<file path="config.mk">
export PLATFORM = sky130hd
export DESIGN_NAME = audio_route_ctrl
export DESIGN_NICKNAME = d
export VERILOG_FILES = /design/src/rtl/audio_route_pkg.sv /design/src/rtl/audio_route_ctl.sv /design/src/rtl/audio_route_wake.sv /design/src/rtl/audio_route_ctrl.sv
export SDC_FILE = /design/constraint.sdc
export NUM_CORES = 1
export LEC_CHECK = 0
export BUFFER_PORTS_ARGS = -buffer_cell sky130_fd_sc_hd__buf_4
export CAP_MARGIN = 20
export CORE_AREA = 4 4 84 86
export DETAILED_ROUTE_END_ITERATION = 6
export DIE_AREA = 0 0 88 90
export PLACE_DENSITY = 0.76
export REMOVE_ABC_BUFFERS = 1
export SLEW_MARGIN = 15
export SYNTH_ARGS = -nofsm -noshare
export SYNTH_HDL_FRONTEND = slang
export SYNTH_SLANG_ARGS = --single-unit
export TNS_END_PERCENT = 30
</file>
<file path="constraint.sdc">
create_clock -name clk -period 5 [get_ports clk]
set_input_delay 0.25 -clock clk [delete_from_list [all_inputs] [get_ports clk]]
set_output_delay 0.25 -clock clk [all_outputs]
set_load 0.01 [all_outputs]
</file>
<file path="src/rtl/audio_route_pkg.sv">
package audio_route_pkg;

  localparam int NUM_PATHS = 2;
  localparam int PATH_SPK  = 0;
  localparam int PATH_HP   = 1;

  typedef enum logic [1:0] {
    PWR_OFF  = 2'd0,
    PWR_MUTE = 2'd1,
    PWR_ON   = 2'd2
  } pwr_e;

  typedef enum logic [1:0] {
    SRC_NONE   = 2'd0,
    SRC_MONO   = 2'd1,
    SRC_STEREO = 2'd2,
    SRC_MIX    = 2'd3
  } src_e;

  // strobes from control to the wake datapath, one bit per path
  typedef struct packed {
    logic [NUM_PATHS-1:0] powerReq;
    logic [NUM_PATHS-1:0] activeReq;
    logic [NUM_PATHS-1:0] fxEn;
    logic                 slowSel;
  } wake_ctl_t;

  function automatic logic modeIsValid(input logic [3:0] m);
    return !(m inside {4'd1, 4'd5, 4'd6, 4'd10, 4'd11, 4'd15});
  endfunction

endpackage

</file>
<file path="src/rtl/audio_route_ctl.sv">
module audio_route_ctl
  import audio_route_pkg::*;
#(
  parameter int MODE_W = 4
) (
  input  logic              clk,
  input  logic              rstN,
  input  logic [MODE_W-1:0] cfgMode,
  input  logic              cfgSlowWake,
  input  logic              cfgSpkFx,
  input  logic              cfgHpFx,
  output wake_ctl_t         ctl,
  output logic [1:0]        spkSource,
  output logic [1:0]        hpSource
);

  logic [MODE_W-1:0] modeQ;
  logic              slowQ;
  logic [NUM_PATHS-1:0] fxQ;
  src_e grp;
  pwr_e spkReq, hpReq;

  always_ff @(posedge clk) begin
    if (!rstN) begin
      modeQ <= '0;
      slowQ <= 1'b0;
      fxQ   <= '0;
    end else begin
      if (modeIsValid(4'(cfgMode))) modeQ <= cfgMode;
      slowQ <= cfgSlowWake;
      fxQ   <= {cfgHpFx, cfgSpkFx};
    end
  end

  always_comb begin
    grp = SRC_NONE;
    case (4'(modeQ))
      4'd2, 4'd3, 4'd4:    grp = SRC_MONO;
      4'd7, 4'd8, 4'd9:    grp = SRC_STEREO;
      4'd12, 4'd13, 4'd14: grp = SRC_MIX;
      default:             grp = SRC_NONE;
    endcase
  end

  always_comb begin
    spkReq = PWR_OFF;
    hpReq  = PWR_OFF;
    case (4'(modeQ))
      4'd2, 4'd7, 4'd12: begin spkReq = PWR_ON;  hpReq = PWR_MUTE; end
      4'd3, 4'd8, 4'd13: begin spkReq = PWR_ON;  hpReq = PWR_ON;   end
      4'd4, 4'd9, 4'd14: begin spkReq = PWR_OFF; hpReq = PWR_ON;   end
      default:           begin spkReq = PWR_OFF; hpReq = PWR_OFF;  end
    endcase
  end

  always_comb begin
    ctl.powerReq[PATH_SPK]  = (spkReq != PWR_OFF);
    ctl.powerReq[PATH_HP]   = (hpReq != PWR_OFF);
    ctl.activeReq[PATH_SPK] = (spkReq == PWR_ON);
    ctl.activeReq[PATH_HP]  = (hpReq == PWR_ON);
    ctl.fxEn                = fxQ;
    ctl.slowSel             = slowQ;
  end

  assign spkSource = ctl.powerReq[PATH_SPK] ? grp : SRC_NONE;
  assign hpSource  = ctl.powerReq[PATH_HP]  ? grp : SRC_NONE;

endmodule

</file>
<file path="src/rtl/audio_route_wake.sv">
module audio_route_wake
  import audio_route_pkg::*;
#(
  parameter int FAST_WAKE_CYCLES = 3000000,
  parameter int SLOW_WAKE_CYCLES = 7000000
) (
  input  logic                           clk,
  input  logic                           rstN,
  input  wake_ctl_t                      ctl,
  output logic [NUM_PATHS-1:0][1:0]      pathPower,
  output logic [NUM_PATHS-1:0]           pathReady,
  output logic [NUM_PATHS-1:0]           pathFx
);

  localparam int MAX_CYCLES = (SLOW_WAKE_CYCLES > FAST_WAKE_CYCLES) ?
                              SLOW_WAKE_CYCLES : FAST_WAKE_CYCLES;
  localparam int CNT_W = $clog2(MAX_CYCLES + 1);
  localparam logic [CNT_W-1:0] FAST_LAST = CNT_W'(FAST_WAKE_CYCLES - 1);
  localparam logic [CNT_W-1:0] SLOW_LAST = CNT_W'(SLOW_WAKE_CYCLES - 1);

  logic [CNT_W-1:0] lastTick;
  assign lastTick = ctl.slowSel ? SLOW_LAST : FAST_LAST;

  for (genvar i = 0; i < NUM_PATHS; i++) begin : g_path
    logic [CNT_W-1:0] cnt;
    logic             awake;

    always_ff @(posedge clk) begin
      if (!rstN) begin
        cnt   <= '0;
        awake <= 1'b0;
      end else if (!ctl.powerReq[i]) begin
        cnt   <= '0;
        awake <= 1'b0;
      end else if (!awake) begin
        if (cnt >= lastTick) awake <= 1'b1;
        else                 cnt   <= cnt + 1'b1;
      end
    end

    always_comb begin
      if (!ctl.powerReq[i])                pathPower[i] = PWR_OFF;
      else if (!awake || !ctl.activeReq[i]) pathPower[i] = PWR_MUTE;
      else                                  pathPower[i] = PWR_ON;
    end

    assign pathReady[i] = ctl.powerReq[i] && awake;
    assign pathFx[i]    = ctl.fxEn[i] && (pathPower[i] == PWR_ON);
  end

endmodule

</file>
<file path="src/rtl/audio_route_ctrl.sv">
module audio_route_ctrl
  import audio_route_pkg::*;
#(
  parameter int FAST_WAKE_CYCLES = 3000000,
  parameter int SLOW_WAKE_CYCLES = 7000000
) (
  input  logic       clk,
  input  logic       rstN,
  input  logic [3:0] cfgMode,
  input  logic       cfgSlowWake,
  input  logic       cfgSpkFx,
  input  logic       cfgHpFx,
  output logic [1:0] spkPower,
  output logic [1:0] hpPower,
  output logic [1:0] spkSource,
  output logic [1:0] hpSource,
  output logic       spkFx,
  output logic       hpFx,
  output logic       spkReady,
  output logic       hpReady
);

  wake_ctl_t                      ctl;
  logic [NUM_PATHS-1:0][1:0]      pathPower;
  logic [NUM_PATHS-1:0]           pathReady;
  logic [NUM_PATHS-1:0]           pathFx;

  audio_route_ctl #(.MODE_W(4)) u_ctl (
    .clk(clk), .rstN(rstN), .cfgMode(cfgMode), .cfgSlowWake(cfgSlowWake),
    .cfgSpkFx(cfgSpkFx), .cfgHpFx(cfgHpFx), .ctl(ctl),
    .spkSource(spkSource), .hpSource(hpSource)
  );

  audio_route_wake #(
    .FAST_WAKE_CYCLES(FAST_WAKE_CYCLES),
    .SLOW_WAKE_CYCLES(SLOW_WAKE_CYCLES)
  ) u_wake (
    .clk(clk), .rstN(rstN), .ctl(ctl),
    .pathPower(pathPower), .pathReady(pathReady), .pathFx(pathFx)
  );

  assign spkPower = pathPower[PATH_SPK];
  assign hpPower  = pathPower[PATH_HP];
  assign spkReady = pathReady[PATH_SPK];
  assign hpReady  = pathReady[PATH_HP];
  assign spkFx    = pathFx[PATH_SPK];
  assign hpFx     = pathFx[PATH_HP];

endmodule

</file>
[After elaboration in Yosys (flattened, before gate mapping)]
Memories as Yosys holds them, arrays and structs flattened. A register that Yosys moved wholly into a read port is not among the register bits.
Cells that the tools add are included.
Word-level totals
  register bits after elaboration: 55
  memory bits (read-only): 80
  memories: 2
Memory list
  (name not given): words 16, width 3, rd ports 1, clocked after Yosys merged registers in 1, write ports 0, RTL line audio_route_ctl.sv:48  | case (4'(modeQ))
  (name not given): words 16, width 2, rd ports 1, clocked after Yosys merged registers in 1, write ports 0, RTL line audio_route_ctl.sv:37  | case (4'(modeQ))
Cells by class
  $add $sub $neg: 2
  magnitude comparators: 2
  equality and inequality tests: 10
  multiplexer cells: 15
  bitwise logic cells: 4
  reductions and logical operators: 17
Operators with widths (count)
  adder 23 x 1 -> 23 bit (second input constant): 2
  >= comparator 23 bit: 2
  two-way mux 23 bit: 1
  two-way mux 4 bit: 4
  equality test 4 bit (second input constant): 3
  two-way mux 2 bit: 6
  equality test 2 bit (second input constant): 4
  equality test 4 x 3 -> 1 bit (second input constant): 2
  AND reduction 2 bit: 4
  nonzero test 6 bit: 1
  equality test 4 x 1 -> 1 bit (second input constant): 1
  logical AND 1 bit: 4
  zero test 1 bit: 4
  two-way mux 1 bit: 4
  inverter 1 bit: 4
  nonzero test 2 bit: 2
  logical OR 1 bit: 2

[Depth between registers and ports, before layout]
Gate-level depths: netlist of run 1.
  depth after elaboration: 7
  depth in mapped cells: 9
  mapped depth without buffers: 7

[Hierarchy]
Synthesis of run 1 repeated with hierarchy kept, for this count alone.
Second synthesis, totals
  cells, all modules: 447
  area, all modules: 3744.8 µm²
Modules (own cells, without submodules)
  audio_route_wake: instances 1, cells an instance 365, area an instance 2999.1 µm², seq. area each 960.9 µm²
  audio_route_ctl: instances 1, cells an instance 82, area an instance 745.7 µm², seq. area each 240.2 µm²

[Worst setup path after synthesis of run 1]
No wires, ideal clock.
  path type: register to register
  from: register u_ctl.slowQ
  to: register u_wake.g_path[1].cnt[10]
  library setup time: 115 ps
  arrival: 2308 ps
  slack: 2578 ps
  cell stages (with the launch flop): 10
  buffers on the path: 2
  clock period less this slack: 2422 ps
  cell sequence: dfxtp_1 -> inv_1 -> ha_1 -> nand4b_1 -> or4_1 -> nor4_2 -> buf_4 -> buf_4 -> nor4_1 -> o21a_1
Between the ends
  cells in the longest elaborated chain, start to end: 4
Ends and longest elaborated chain
  start: declaration: RTL line audio_route_ctl.sv:18  | logic slowQ;
  start signal: assignment: RTL line audio_route_ctl.sv:30  | slowQ <= cfgSlowWake;
  two-way mux 23 bit: RTL line audio_route_wake.sv:22  | assign lastTick = ctl.slowSel ? SLOW_LAST : FAST_LAST;
  >= comparator 23 bit: RTL line audio_route_wake.sv:36  | if (cnt >= lastTick) awake <= 1'b1;
  inverter 1 bit (no source line)
  AND reduction 2 bit (no source line)
  end signal: assignment: RTL line audio_route_wake.sv:37  | else cnt <= cnt + 1'b1;
  end: declaration: RTL line audio_route_wake.sv:25  | logic [CNT_W-1:0] cnt;
No other way between the ends.
A chain may end at the register's enable or synchronous reset.

[Worst setup path in the final report of run 1]
  from: register u_ctl.slowQ
  to: register u_wake.g_path[1].cnt[13]
Same word-level chain as after synthesis.

==> results of run 1 <==
==> cells by family (layout without fill, tap and decap cells) <==
logic type,after synthesis,after routing,synth area share
AOI/OAI and AO/OA,127,127,0.233
muxes,10,10,0.0273
DFF,60,60,0.327
buffers and inverters,34,46,0.0416
adders and majority gates,16,16,0.0546
and+or+nand+nor,200,200,0.317
==> metrics by stage <==
step           std cells  worst slack (ps)  hold slack, ps  cell area [um2]
2_1_floorplan        420              1540             367             3540
3_3_place_gp         520              2040             458             3820
3_5_place_dp         520              1920             463             3820
4_1_cts              536              1920             117             4040
5_1_grt              536              1620             113             4040
6_report             536              1890             122             4040
==> layout make-up <==
type / count / area [um2] / area share
multi-input combinational: 353 / 2320 / 0.576
sequential: 60 / 1200 / 0.298
timing repair buffer: 23 / 173 / 0.0428
clock buffer: 11 / 141 / 0.0350
tap: 77 / 96.3 / 0.0239
clock inverter: 5 / 75.1 / 0.0186
inverter: 7 / 26.3 / 0.00651
==> routing by layer <==
metal | track usage | part of all wire | vias up
met4 | 0.0767 | 0.014 | 0
met5 | 0 | 0 | -
met2 | 0.337 | 0.46 | 68
met3 | 0.0411 | 0.047 | 11
met1 | 0.315 | 0.48 | 1657
li1 | - | - | 1757
==> report_power, final <==
group          leakage, nW  switching, mW  internal [mW]
clock                0.113          0.191          0.292
combinational        0.873         0.0536         0.0374
sequential           0.486        0.00883          0.488
total                 1.47          0.254          0.817
==> critical path: stages (launching register included) <==
cell,delay (ps)
dfxtp_1,400
inv_1,190
ha_1,350
nand4b_1,140
or4_1,570
nor4_4,730
buf_4,370
nor4_1,90
mux2i_1,140
==> synth_stat cells, types with 5 or more instances <==
cell / count
nand3_1: 31
inv_1: 7
nand2b_1: 9
a21oi_1: 44
nor3_1: 9
mux2i_1: 10
ha_1: 16
nor2_1: 14
nor4_1: 6
and3_1: 12
a31oi_1: 5
clkbuf_1: 19
or4_1: 29
o21ai_0: 12
dfxtp_1: 60
nand2_1: 33
nand4_1: 16
o31ai_1: 26
and2_1: 12
a21o_1: 9
o21a_1: 7
==> registers in the layout, summed over array words and instances (netlist names) <==
signal,cells
u_ctl.fxQ,2
u_ctl.grp,2
u_ctl.hpReq,2
u_ctl.modeQ,4
u_ctl.slowQ,1
u_ctl.spkReq,1
u_wake.g_path.awake,2
u_wake.g_path.cnt,46
==> path summary, 6_finish.rpt <==
| path | cells past startpoint | startpoint | end |
|---|---|---|---|
| setup / recovery | 8 | u_ctl.slowQ | u_wake.g_path[1].cnt[13] |
| hold / removal | 2 | cfgHpFx | u_ctl.fxQ[1] |
| setup reg to reg | 8 | u_ctl.slowQ | u_wake.g_path[1].cnt[13] |
| hold reg to reg | 2 | u_wake.g_path[1].cnt[4] | u_wake.g_path[1].cnt[4] |
==> out/results.md, run 1 <==
- **drc violations** 0
- **class of the tightest hold or removal check** input port to flip-flop
- **RSZ-0062 raised after global routing** no
- **hold-fix buffer count after cts** 0
- **highest-count cells in the layout ignoring fill and taps** 60 x dfxtp_1, 44 x a21oi_1, 33 x nand2_1
- **top cell type by total area after synthesis** dfxtp_1
- **sum of internal, switching and leakage power** 1.07 mW
- **Power per Cell Area** 265 nW/um2
- **sequential element share of the synthesized area** 0.327
- **Root Buffer Master** clkbuf_8
- **Gates resized, CTS repair** 0
- **Setup CP Type** flip-flop to flip-flop
- **final weighted congestion in routability-driven placement** 0.926
- **Die Footprint** 7920 um2
- **via count of the first global-routing pass** 3243
- **Chip Width** 88 um
- **clock tree buffer depth** 2
- **detailed-router iteration count before antenna repair** 4
- **slew at the pin closest to its max-slew limit** 935 ps
- **cell row count** 29
- **CTS tree** yes
- **Avg Inst Size Synth** 8.21 um2
- **DP Wirelength** 5850 um
- **startpoint type of the worst setup path** flip-flop
- **total CTS buffers** 9
- **H-tree level count** 3
- **Die Ht** 90 um
- **Max FO, Critical Path** 22
- **sum of routed wire length over all layers** 8470 um
- **number of flip-flops and latches in the synthesized netlist** 60
- **layout net count** 479
- **final critical delay including setup and external delays** 3110 ps
- **number of I/O port buffers** 20
- **Netlist Area Pre-Place** 3670 um2
- **fin crit share** 0.622
- **Data required, critical path** 5210 ps
- **antenna violations before repair** 0
- **endpoint type of the worst setup path** flip-flop
- **Cells after Synth** 447
- **Clock Pin Slew Worst Setup and Hold Paths** 60 ps
- **number of buffers added for setup after CTS** 0
- **Util after Layout** 0.643
- **average vias per placed instance** 6.52
- **area added between synthesis and finish** 10.0%
- **Static Leakage** 1.47 nW
- **number of inserted diodes** 0
- **leading cell type in the layout, fill and taps excluded** dfxtp_1
- **max-slew violation count** 0
- **Boundary Pins** 21
- **number of flops mapped to enable cells by yosys** 0
- **grt ovf** 0
- **Yosys cell types** 54
- **Synth top area share** 0.327
- **detailed-route via count** 3493
- **post-route antenna net violation count** 0
- **area inside the core boundary** 6280 um2
- **fraction of registers with async set/reset** 0
- **global-route wire length before repair** 14700 um
- **Setup Skew** 9.28 ps
- **Maximum Capacitance Violations** 0
- **CP arrival** 3320 ps
- **Routed WL per cell** 15.8 um
- **worst max-slew margin expressed relative to the limit** 0.372
- **final-report setup violation count** 0
- **R2R Setup Slk** 1890 ps
- **fmax** 0.322 GHz
- **count of filler cells inserted in the layout** 544
- **highest ir drop seen on vdd** 0.171 mV
- **Tot GR Track Use** 0.223
- **Area contributors post-synth** dfxtp_1 33%, a21oi_1 6.0%, or4_1 5.9%, ha_1 5.5%, o31ai_1 5.3%
- **clock latency on the worst-skew pair** 340 ps
- **clk sink count** 60
- **DRT iter0 DRCs** 152
- **dominant synthesized flop cell** dfxtp_1
- **hold violation total from the final report** 0
- **initial core utilization** 0.584
- **number of warning messages in the yosys log** 0
- **share of post-route cells with drive strength above 1** 0.100
- **Total Negative Setup Slacks** 0 ps
- **run status** complete, no violations
- **maximum number of pins on one net before global-route repair** 28
Note: power is estimated with default switching activity, not from simulation.
==> inputs of run 2 (changes only) <==
==> constraint.sdc (replaced) <==
create_clock -name clk -period 3.1 [get_ports clk]
set_input_delay 0.155 -clock clk [delete_from_list [all_inputs] [get_ports clk]]
set_output_delay 0.155 -clock clk [all_outputs]
set_load 0.01 [all_outputs]
==> run 2 against run 1 <==
Worst hold slack worse by 84 ps; register-to-register slack got worse by 1500 ps; clock power grew 19%; non-clock buffer count grew 2; wire length fell by 1.7%; cell count grew 0.19%; largest cell class unchanged; highest routed layer unchanged.
==> out/results.md, run 2 (synthesis gave the netlist of run 1 again) <==
- **worst max-slew margin expressed relative to the limit** 0.529
- **share of post-route cells with drive strength above 1** 0.0978
- **H-tree level count** 3
- **detailed-route via count** 3521
- **Final Instance Area** 3990 um2
- **RSZ-0062 raised after global routing** no
- **total CTS buffers** 9
- **sum of routed wire length over all layers** 8330 um
- **cell row count** 29
- **via count of the first global-routing pass** 3084
- **highest-count cells in the layout ignoring fill and taps** 60 x dfxtp_1, 44 x a21oi_1, 33 x nand2_1
- **sequential power share** 0.527
- **Power per Cell Area** 382 nW/um2
- **proportion of power drawn by the clock network** 0.377
- **final critical delay including setup and external delays** 2700 ps
- **hold-fix buffer count after cts** 0
- **Total Negative Setup Slacks** 0 ps
- **crit path launch** u_ctl.slowQ
- **antenna violations before repair** 0
- **Top Registers** u_wake.g_path.cnt (46), u_ctl.modeQ (4)
- **initial core utilization** 0.584
- **register bank with the most flops** u_wake.g_path.cnt
- **area inside the core boundary** 6280 um2
- **slew at the pin closest to its max-slew limit** 705 ps
- **global-route wire length before repair** 14400 um
- **DRT iter0 DRCs** 207
- **count of filler cells inserted in the layout** 566
- **maximum number of pins on one net before global-route repair** 31
- **clk sink count** 60
- **maximum cell stage delay along the critical path** 530 ps
- **final weighted congestion in routability-driven placement** 0.842
- **fin crit share** 0.871
- **critical register-to-register path startpoint** u_ctl.slowQ
- **cell type of the slowest stage on the worst timing path** or4_1
- **detailed-router iteration count before antenna repair** 5
- **number of I/O port buffers** 20
- **run status** complete, no violations
- **Buf/Inv on CP** 1
- **number of cells on the worst hold path** 2
- **fmax** 0.370 GHz
- **Routed WL per cell** 15.5 um
- **max-slew violation count** 0
- **combinational group share of total power** 0.096
- **Setup CP Type** flip-flop to flip-flop
- **Sw Ratio** 0.257
- **Die Ht** 90 um
- **post-route antenna net violation count** 0
- **Die Footprint** 7920 um2
- **start point of the worst hold path** cfgSlowWake
- **cells along the critical path** inv_1, ha_1, a311oi_1, nand3_1, a21o_1, or4_1, a21oi_1
- **average vias per placed instance** 6.56
- **Int Pwr** 1.13 mW
- **Clock Pin Slew Worst Setup and Hold Paths** 60 ps
- **CTS tree** yes
- **Max FO, Critical Path** 12
- **Maximum Capacitance Violations** 0
- **startpoint type of the worst setup path** flip-flop
- **final-report setup violation count** 0
- **highest ir drop seen on vdd** 0.289 mV
- **hold violation total from the final report** 0
- **Boundary Pins** 21
- **Gates resized, CTS repair** 0
- **Chip Width** 88 um
- **Root Buffer Master** clkbuf_8
- **Reg2Reg Depth** 7
- **class of the tightest hold or removal check** input port to flip-flop
- **Data required, critical path** 3350 ps
- **layout net count** 481
- **grt ovf** 0
- **number of buffers added for setup after CTS** 0
- **cell family with most CP delay** compound AO/OA/AOI/OAI gates
- **Psw** 0.392 mW
- **number of inserted diodes** 0
- **flip-flop count of the largest register after layout** 46
- **clock latency on the worst-skew pair** 330 ps
- **depth of the critical timing path with buffers and inverters included** 7
- **drc violations** 0
- **DP Wirelength** 5840 um
- **sequential cell area in the final layout** 1200 um2
- **dpl cell area** 3830 um2
- **clock tree buffer depth** 2
- **combined area of the multi-input logic cells** 2320 um2
- **CP arrival** 2950 ps
- **Setup Skew** 10.1 ps
- **area added between synthesis and finish** 8.63%
- **Static Leakage** 1.45 nW
- **Tot GR Track Use** 0.221
- **R2R Setup Slk** 400 ps
- **endpoint type of the worst setup path** flip-flop
- **leading cell type in the layout, fill and taps excluded** dfxtp_1
## run 2: area by class of cell
| cell class | count | area share |
|---|---|---|
| multi-input combinational | 353 | 0.583 |
| sequential | 60 | 0.301 |
| timing repair buffer | 25 | 0.0471 |
| clock buffer | 12 | 0.0339 |
| tap | 77 | 0.0242 |
| inverter | 7 | 0.00659 |
| clock inverter | 3 | 0.00377 |
## run 2: stage by stage
step	worst slack (ps)	util	total power [mW]	std cells	hold WS, ps
2_1_floorplan	-358	-	0.909	420	272
3_5_place_dp	454	0.611	0.965	522	366
6_report	398	0.635	1.52	537	38.3
3_3_place_gp	597	0.611	0.959	522	363
5_1_grt	133	0.635	1.60	537	32.2
4_1_cts	400	0.635	1.53	537	27.1
## run 2: power by group through the flow
stage	registers (mW)	logic [mW]	clock network, mW
after floorplan	0.815	0.0945	0
after global placement	0.818	0.142	0
after detailed placement	0.819	0.146	0
after CTS	0.802	0.147	0.585
after global routing	0.805	0.164	0.628
final	0.802	0.147	0.573
## run 2: worst paths after layout
path | to
worst min-delay path | u_ctl.slowQ
worst max-delay path | u_wake.g_path[0].cnt[18]
worst min register to register | u_wake.g_path[1].cnt[4]
worst max register to register | u_wake.g_path[0].cnt[18]
## run 2: routing by layer
| metal | up-vias | track usage | wire (um) |
|---|---|---|---|
| li1 | 1749 | - | - |
| met1 | 1654 | 0.324 | 3960 |
| met2 | 107 | 0.319 | 3770 |
| met3 | 11 | 0.0411 | 472 |
| met4 | 0 | 0.0806 | 120 |
| met5 | - | 0 | 0 |
